<file path="src/rtl/dma_arb_pkg.sv">
package dma_arb_pkg;
  localparam int GRP_W  = 2;
  localparam int RANK_W = 4;
  localparam int KEY_W  = GRP_W + RANK_W;

  // reset rank: low bits of the channel index
  function automatic logic [RANK_W-1:0] rank_at_reset(input int n);
    return RANK_W'(n % (1 << RANK_W));
  endfunction

  // fixed group: next bits of the channel index
  function automatic logic [GRP_W-1:0] group_of(input int n);
    return GRP_W'((n >> RANK_W) % (1 << GRP_W));
  endfunction

  function automatic logic [KEY_W-1:0] make_key(input logic [GRP_W-1:0] g,
                                                input logic [RANK_W-1:0] r);
    return {g, r};
  endfunction

  function automatic logic [7:0] pack_reg(input logic allow,
                                          input logic [GRP_W-1:0] g,
                                          input logic [RANK_W-1:0] r);
    return {allow, 1'b0, g, r};
  endfunction
endpackage

</file>
<file path="src/rtl/prio_regbank.sv">
module prio_regbank
  import dma_arb_pkg::*;
#(
  parameter int NUM_CH   = 32,
  parameter int ADDR_W   = 8,
  parameter int REG_BASE = 64
) (
  input  logic                          clk,
  input  logic                          rst_n,
  input  logic                          wr_en,
  input  logic [ADDR_W-1:0]             addr,
  input  logic [7:0]                    wdata,
  output logic [7:0]                    rdata,
  output logic [NUM_CH-1:0]             allow_vec,
  output logic [NUM_CH-1:0][KEY_W-1:0]  key_vec
);
  localparam int CH_W = $clog2(NUM_CH);

  logic [ADDR_W-1:0]                offs;
  logic                             hit;
  logic [CH_W-1:0]                  idx;
  logic [NUM_CH-1:0][RANK_W-1:0]    rank_vec;
  logic [NUM_CH-1:0][GRP_W-1:0]     grp_vec;

  assign offs = addr - ADDR_W'(REG_BASE);
  assign hit  = offs < ADDR_W'(NUM_CH);
  assign idx  = offs[CH_W-1:0];

  for (genvar n = 0; n < NUM_CH; n++) begin : g_ch
    logic wr_sel;
    assign wr_sel = wr_en && hit && (idx == CH_W'(n));
    assign grp_vec[n] = group_of(n);

    always_ff @(posedge clk or negedge rst_n) begin
      if (!rst_n) begin
        allow_vec[n] <= 1'b0;
        rank_vec[n]  <= rank_at_reset(n);
      end else if (wr_sel) begin
        allow_vec[n] <= wdata[7];
        rank_vec[n]  <= wdata[RANK_W-1:0];
      end
    end

    assign key_vec[n] = make_key(grp_vec[n], rank_vec[n]);
  end

  always_comb begin
    rdata = 8'h00;
    if (hit) rdata = pack_reg(allow_vec[idx], grp_vec[idx], rank_vec[idx]);
  end

  // a write outside the window must leave every register alone
  p_stray_write_r2: assert property (@(posedge clk) disable iff (!rst_n)
    (wr_en && !hit) |=> ($stable(allow_vec) && $stable(rank_vec)));
endmodule

</file>
<file path="src/rtl/prio_select.sv">
module prio_select
  import dma_arb_pkg::*;
#(
  parameter int NUM_CH = 32,
  localparam int CH_W  = $clog2(NUM_CH)
) (
  input  logic [NUM_CH-1:0]             req,
  input  logic [NUM_CH-1:0][KEY_W-1:0]  key_vec,
  input  logic                          fixed_en,
  output logic                          any,
  output logic [CH_W-1:0]               win_ch,
  output logic [KEY_W-1:0]              win_key
);
  // scan from the top index down; ">=" lets a lower index take a tie
  always_comb begin
    logic [KEY_W-1:0] k;
    any     = 1'b0;
    win_ch  = '0;
    win_key = '0;
    for (int i = NUM_CH - 1; i >= 0; i--) begin
      k = fixed_en ? key_vec[i] : '0;
      if (req[i] && (!any || k >= win_key)) begin
        any     = 1'b1;
        win_ch  = CH_W'(i);
        win_key = k;
      end
    end
  end
endmodule

</file>
<file path="src/rtl/grant_ctl.sv">
module grant_ctl
  import dma_arb_pkg::*;
#(
  parameter int CH_W = 5
) (
  input  logic              clk,
  input  logic              rst_n,
  input  logic              any,
  input  logic [CH_W-1:0]   win_ch,
  input  logic [KEY_W-1:0]  win_key,
  input  logic              busy,
  input  logic              fixed_en,
  input  logic [KEY_W-1:0]  act_key,
  input  logic              act_allow,
  output logic              fire,
  output logic              preempt,
  output logic              grant,
  output logic [CH_W-1:0]   grant_ch
);
  assign preempt = busy && fixed_en && act_allow && any && (win_key > act_key);
  assign fire    = any && (!busy || preempt) && !grant;

  always_ff @(posedge clk or negedge rst_n) begin
    if (!rst_n) begin
      grant    <= 1'b0;
      grant_ch <= '0;
    end else begin
      grant <= fire;
      if (fire) grant_ch <= win_ch;
    end
  end

  p_grant_single_r6: assert property (@(posedge clk) disable iff (!rst_n)
    grant |=> !grant);
  p_ch_hold_r7: assert property (@(posedge clk) disable iff (!rst_n)
    !grant |-> $stable(grant_ch));
endmodule

</file>
<file path="src/rtl/dma_prio_arbiter.sv">
module dma_prio_arbiter
  import dma_arb_pkg::*;
#(
  parameter int NUM_CH   = 32,
  parameter int ADDR_W   = 8,
  parameter int REG_BASE = 64,
  localparam int CH_W    = $clog2(NUM_CH)
) (
  input  logic              clk,
  input  logic              rst_n,
  input  logic              reg_we,
  input  logic [ADDR_W-1:0] reg_addr,
  input  logic [7:0]        reg_wdata,
  output logic [7:0]        reg_rdata,
  input  logic              fixed_prio_en,
  input  logic [NUM_CH-1:0] req,
  input  logic              engine_busy,
  input  logic [CH_W-1:0]   active_ch,
  output logic              grant,
  output logic [CH_W-1:0]   grant_ch,
  output logic              preempt_req
);
  logic [NUM_CH-1:0]             allow_vec;
  logic [NUM_CH-1:0][KEY_W-1:0]  key_vec;
  logic                          any_req;
  logic [CH_W-1:0]               win_ch;
  logic [KEY_W-1:0]              win_key;
  logic                          grant_fire;

  prio_regbank #(.NUM_CH(NUM_CH), .ADDR_W(ADDR_W), .REG_BASE(REG_BASE)) u_regs (
    .clk(clk), .rst_n(rst_n), .wr_en(reg_we), .addr(reg_addr),
    .wdata(reg_wdata), .rdata(reg_rdata),
    .allow_vec(allow_vec), .key_vec(key_vec)
  );

  prio_select #(.NUM_CH(NUM_CH)) u_sel (
    .req(req), .key_vec(key_vec), .fixed_en(fixed_prio_en),
    .any(any_req), .win_ch(win_ch), .win_key(win_key)
  );

  grant_ctl #(.CH_W(CH_W)) u_gnt (
    .clk(clk), .rst_n(rst_n), .any(any_req), .win_ch(win_ch),
    .win_key(win_key), .busy(engine_busy), .fixed_en(fixed_prio_en),
    .act_key(key_vec[active_ch]), .act_allow(allow_vec[active_ch]),
    .fire(grant_fire), .preempt(preempt_req),
    .grant(grant), .grant_ch(grant_ch)
  );

  p_win_pending_r4: assert property (@(posedge clk) disable iff (!rst_n)
    any_req |-> req[win_ch]);
  p_no_preempt_unranked_r5: assert property (@(posedge clk) disable iff (!rst_n)
    !fixed_prio_en |-> !preempt_req);
  p_preempt_needs_allow_r8: assert property (@(posedge clk) disable iff (!rst_n)
    preempt_req |-> (engine_busy && allow_vec[active_ch]));
  p_busy_no_grant_r9: assert property (@(posedge clk) disable iff (!rst_n)
    (engine_busy && !preempt_req) |=> !grant);
  p_fire_on_pending_r6: assert property (@(posedge clk) disable iff (!rst_n)
    grant_fire |-> (req != '0));
endmodule

</file>
<file path="config.mk">
export PLATFORM = sky130hd
export DESIGN_NAME = dma_prio_arbiter
export DESIGN_NICKNAME = d
export VERILOG_FILES = /design/src/rtl/dma_arb_pkg.sv /design/src/rtl/prio_regbank.sv /design/src/rtl/prio_select.sv /design/src/rtl/grant_ctl.sv /design/src/rtl/dma_prio_arbiter.sv
export SDC_FILE = /design/constraint.sdc
export NUM_CORES = 1
export LEC_CHECK = 0
export ABC_AREA = 1
export BUFFER_PORTS_ARGS = -buffer_cell sky130_fd_sc_hd__buf_2
export CAP_MARGIN = 20
export CORE_MARGIN = 5
export CORE_UTILIZATION = 25
export DETAILED_ROUTE_END_ITERATION = 6
export PLACE_DENSITY = 0.41
export SYNTH_ARGS = -nofsm -noshare
export SYNTH_HDL_FRONTEND = slang
export SYNTH_HIERARCHICAL = 1
export SYNTH_SLANG_ARGS = --single-unit
</file>
<file path="constraint.sdc">
create_clock -name clk -period 184.5 [get_ports clk]
set_clock_uncertainty 0.2 [all_clocks]
set_input_delay 36.9 -clock clk [delete_from_list [all_inputs] [get_ports clk]]
set_output_delay 36.9 -clock clk [all_outputs]
set_load 0.02 [all_outputs]
</file>
==> flow_summary.ini, run 1 <==
[status]
status = completed

[sta]
relSlewSlack = 0.320
worstMarginPinSlew_ps = 1020
fin_setup_tns_ps = 0
period_needed_ps = 130770
max_freq_mhz = 7.65
finalHoldViolations = 0
fin_crit_sh = 0.709
slew_viol_final = 0
rsz0062_at_grt = no
setup_violations = 0

[cts]
htreeDepth = 4
postCtsSetupBuffers = 0
cts_tree = built
cts_buffer_depth = 2
clkSlewWorstSetupHoldPaths_ps = 70
clk_latency_ps = 470
clock-sinks = 166
hold_buffers = 0
cts_made_buffers = 17
cts-root-buf = clkbuf_16
cts-resized-gates = 0

[worst_hold_path]
hp-class = flop to flop
hold_depth = 2

[setup_path]
cp_top_family = compound AO/OA/AOI/OAI gates
critPathKind = primary input to output pin
path_buf_inv = 45
crit_path_end_kind = output pin
critPathCapture = preempt_req
rr_worst_depth = 366
crit_arrival_ps = 93670
r2r_end = u_gnt/grant_ch[0]$_DFFE_PN0P_
critical_path_peak_fanout = 76
crit_top_cell = nand2_1
reg2reg_from = u_regs/key_vec[189]$_DFFE_PN1P_
cp_slowest_cell = buf_6
worstPathRequired_ps = 147400
cp.depth = 365
worst-r2r-setup-slack_ps = 127560
startpoint_type = primary input
slowest_delay_ps = 450
crit_start = fixed_prio_en

[global_route]
grt_pass1_vias = 19576
grt_max_degree = 79
grt_pass1_wl_um = 116000
grt_usage = 0.169
antenna_found_initial = 7
overflow = 0

[die]
ios = 73
rows = 104
core_area_sq_um = 80400
initial_core_util = 0.252
die_w_um = 295
dieArea_sq_um = 86800
die_y_um = 295

[place]
port_buffers = 67
place.gp.congestion = 0.801
placedCellCount = 4374
dp_hpwl_um = 54400

[finish]
layout.nets = 3583
area_growth_pct = 7.50
nFillCells = 9319
utilization = 0.271
fin_cells = 4410
drive_above_1_share = 0.0968

[detailed_routing]
routed_wl_um = 73600
drtAntennaViolNets = 0
post_drt_via_cell_ratio = 4.49
drtIter0Drc = 1250
wl_per_cell_um = 16.7
drtPass1Iterations = 5
drc = 0
num_vias = 19820

[yosys]
syn_area_sq_um = 20200
ys_seq_elements = 166
ys_async_sr_fraction = 1.00
synth_top_cell_area_share = 0.283
synth_area_leaders = nand2_1, dfrtp_1, ha_1
synthCells = 3350
synth.distinct_cells = 49
avgSynthCellArea_sq_um = 6.04
ys_seq_area_frac = 0.209
synth_edf_count = 0
yosys.area.top_type = nand2_1
synth-warning-count = 6
synth_ff_type = dfrtp_1

[flow_run]
drv_cap = 0
==> kinds of logic (layout without fill, tap and decap cells) <==
kind of cell	count (synthesis)	count (layout)	synth area share
compound gates	343	343	0.0984
fa+ha+maj	192	192	0.119
simple gates	2084	2084	0.445
other cells	2	70	0.000371
flops	166	166	0.209
buf+inv	563	495	0.129
==> stage by stage <==
stage / area [sq um] / setup WS (ps) / hold slack (ps)
after detailed placement: 21200 / 53350 / 261
after global routing: 21800 / 46820 / 297
after global placement: 21100 / 52950 / 260
final: 21800 / 53730 / 275
after CTS: 21800 / 52970 / 279
after floorplan: 20500 / 63020 / 266
==> state kept, by name, summed over array words and instances (netlist names) <==
signal,cells
u_gnt/grant_ch,5
u_regs/key_vec,128
u_regs/allow_vec,32
u_gnt/grant,1
==> routing by layer <==
layer | routed length (um) | part of all wire | global-route usage
met2 | 34300 | 0.47 | 0.288
met3 | 2550 | 0.035 | 0.0205
met4 | 615 | 0.0084 | 0.0244
met1 | 36100 | 0.49 | 0.236
met5 | 21 | 0.00029 | 0
==> tightest hold or removal path, stage by stage (launching register included) <==
cell,delay (ps)
dfrtp_1,340
nand2_1,50
nand2_1,50
==> Yosys cell counts (10+ instances only) <==
cell,instances
nand2_4,27
clkbuf_1,46
and2_1,37
nand2_2,14
buf_1,12
dfrtp_1,102
nand3_2,24
nor2_1,26
nor2_2,29
buf_6,12
inv_2,30
nor3_1,10
ha_1,192
o21ai_0,70
buf_2,30
dfstp_2,64
o21ai_1,136
o21a_1,75
nand4_1,14
a21oi_1,43
inv_1,341
buf_4,80
nand2_1,1525
nand3_1,363
==> layout make-up <==
type                    instances  area (sq um)  area share
multi-input cells            2685         13600       0.627
repair buffers                 84           510      0.0235
well taps                    1060          1330      0.0609
clock inverters                14           163     0.00747
inverters                     379          1440      0.0660
flip-flops and latches        166          4230       0.195
clock buffers                  18           439      0.0202
diodes                          4          10.0    0.000460
==> layout by cell type, fill, tap and decap left out, types with 4 or more instances in the layout <==
cell and instances:
o21ai_0 70, nand2_1 1525, dfstp_2 64, o21a_1 75, nand3_1 363, nand2_4 27
conb_1 66, nand2_2 14, and2_1 37, buf_4 16, nor2_1 26, inv_1 338
nor2_2 29, a21oi_4 4, buf_2 64, diode_2 4, nand4_1 14, inv_6 4
inv_2 30, nand3_2 24, ha_1 192, clkbuf_16 17, dfrtp_1 102, o211ai_1 4
o21ai_1 136, a21oi_1 43, clkinv_1 6, nor3_1 10
==> worst min-delay path by stage <==
stage | startpoint | endpoint | slack [ps]
floorplan | u_regs/key_vec[139]$_DFFE_PN1P_ | u_regs/key_vec[139]$_DFFE_PN1P_ | 270
global placement | u_gnt/grant_ch[0]$_DFFE_PN0P_ | u_gnt/grant_ch[0]$_DFFE_PN0P_ | 260
detailed placement | u_gnt/grant_ch[3]$_DFFE_PN0P_ | u_gnt/grant_ch[3]$_DFFE_PN0P_ | 260
CTS | u_gnt/grant_ch[3]$_DFFE_PN0P_ | u_gnt/grant_ch[3]$_DFFE_PN0P_ | 280
global route | u_gnt/grant_ch[2]$_DFFE_PN0P_ | u_gnt/grant_ch[2]$_DFFE_PN0P_ | 300
finish | u_gnt/grant_ch[3]$_DFFE_PN0P_ | u_gnt/grant_ch[3]$_DFFE_PN0P_ | 270
Power of run 1 is not shown: default switching activity piles up to over one toggle a cycle in this logic, so the estimate is an artifact.
==> run 2, diff against run 1 <==
Settings changed: PLACE_DENSITY 0.41 to 0.42.
Clock period 184.5 ns to 109.1 ns, I/O delays scaled along.
==> run 2 against run 1 <==
Net effect:
- routed wire length decreased by 1.4%
- critical path depth increased by 1
- hold slack got worse by 3.5 ps
- non-clock buffer count is 5 higher
- critical endpoint unchanged
- die area did not move
==> flow_summary.ini, run 2 (synthesis gave the netlist of run 1 again) <==
[status]
status = completed

[cts]
cts-root-buf = clkbuf_16
clk_latency_ps = 460
htreeDepth = 4
cts_buffer_depth = 2
clock-sinks = 166
cts_tree = built
cts_made_buffers = 17
clkSlewWorstSetupHoldPaths_ps = 60
postCtsSetupBuffers = 0
hold_buffers = 0
cts-resized-gates = 0

[place]
port_buffers = 67
dp_hpwl_um = 53800
place.gp.congestion = 0.819

[global_route]
overflow = 0
grt_max_degree = 70
grt_usage = 0.165
grt_pass1_wl_um = 113000
antenna_found_initial = 6
grt_pass1_vias = 18873

[detailed_routing]
num_vias = 19734
drc = 0
wl_met1_um = 36800
met3WireLength_um = 2260
routed_wl_um = 72500
drtAntennaViolNets = 0
drtIter0Drc = 1434
post_drt_via_cell_ratio = 4.47
highest_layer = met5
wl_met2_um = 32600
drtPass1Iterations = 7
wl_per_cell_um = 16.4

[setup_path]
startpoint_type = primary input
critical_path_peak_fanout = 27
crit_top_cell = nand2_1
crit_arrival_ps = 78200
cp_slowest_cell = nand2_1
path_buf_inv = 45
cp_top_family = compound AO/OA/AOI/OAI gates
critPathKind = primary input to output pin
slowest_delay_ps = 370
worstPathRequired_ps = 87080
crit_path_end_kind = output pin

[finish]
drive_above_1_share = 0.0979
multi_input_area_sq_um = 13600
final_common_cell = nand2_1
area_growth_pct = 7.48
layout.nets = 3588
nFillCells = 9301
final_cell_mix = nand2_1, nand3_1, inv_1, ha_1, o21ai_1
ff_latch_area_sq_um = 4230
largest_register_ffs = 128

[sta]
slew_viol_final = 0
relSlewSlack = 0.357
setup_violations = 0
fin_setup_tns_ps = 0
max_freq_mhz = 9.98
fin_crit_sh = 0.919
worstMarginPinSlew_ps = 961
finalHoldViolations = 0
rsz0062_at_grt = no
period_needed_ps = 100220

[die]
rows = 104
core_area_sq_um = 80400
ios = 73
die_y_um = 295
die_w_um = 295
initial_core_util = 0.252
dieArea_sq_um = 86800

[flow_run]
drv_cap = 0

[worst_hold_path]
hp-class = flop to flop
## run 2: changes by cell type in the layout (fill, tap and decap cells not counted)
cell	change
buf_12	-1
clkinv_2	+3
clkinvlp_4	-2
clkbuf_8	+1
clkinv_8	-1
buf_4	+6
inv_6	+1
diode_2	-1
inv_8	-3
## run 2: metrics by stage
stage / setup WS (ps) / cell area (sq um) / hold WS, ps / instances / utilization
after floorplan: 17780 / 20500 / 266 / 3414 / -
after global placement: 8180 / 21100 / 256 / 4378 / 0.263
after detailed placement: 8540 / 21200 / 257 / 4379 / 0.263
after CTS: 8160 / 21800 / 276 / 4410 / 0.270
after global routing: 2200 / 21800 / 307 / 4410 / 0.270
final: 8880 / 21800 / 271 / 4413 / 0.271
## run 2: path summary, 6_finish.rpt
check | from | to | slack (ps) | cells past startpoint
min in group asynchronous | rst_n | u_gnt/grant$_DFF_PN0_ | 21120 | 1
max | fixed_prio_en | preempt_req | 8880 | 366
max in group asynchronous | rst_n | u_regs/key_vec[127]$_DFFE_PN0P_ | 86220 | 2
min reg2reg | u_gnt/grant_ch[1]$_DFFE_PN0P_ | u_gnt/grant_ch[1]$_DFFE_PN0P_ | 270 | 2
max reg2reg | u_regs/key_vec[189]$_DFFE_PN1P_ | u_gnt/grant_ch[3]$_DFFE_PN0P_ | 52290 | 367
min | u_gnt/grant_ch[1]$_DFFE_PN0P_ | u_gnt/grant_ch[1]$_DFFE_PN0P_ | 270 | 2
## run 2: metal layers
layer | vias to the layer above | global-route usage
li1 | 10512 | -
met2 | 316 | 0.270
met4 | 4 | 0.0288
met5 | - | 0
met1 | 8859 | 0.238
met3 | 43 | 0.0166
## run 2: area by class of cell
cell class / count / share of cell area
clock inverters: 12 / 0.00558
diodes: 3 / 0.000345
flip-flops and latches: 166 / 0.195
clock buffers: 19 / 0.0208
repair buffers: 89 / 0.0246
multi-input cells: 2685 / 0.627
inverters: 379 / 0.0660
well taps: 1060 / 0.0610
## run 2: tightest hold or removal path, stage by stage, from the launching register on
cell,delay [ps]
dfrtp_1,340
nand2_1,50
nand2_1,50
Power of run 2 is left out for the same reason.
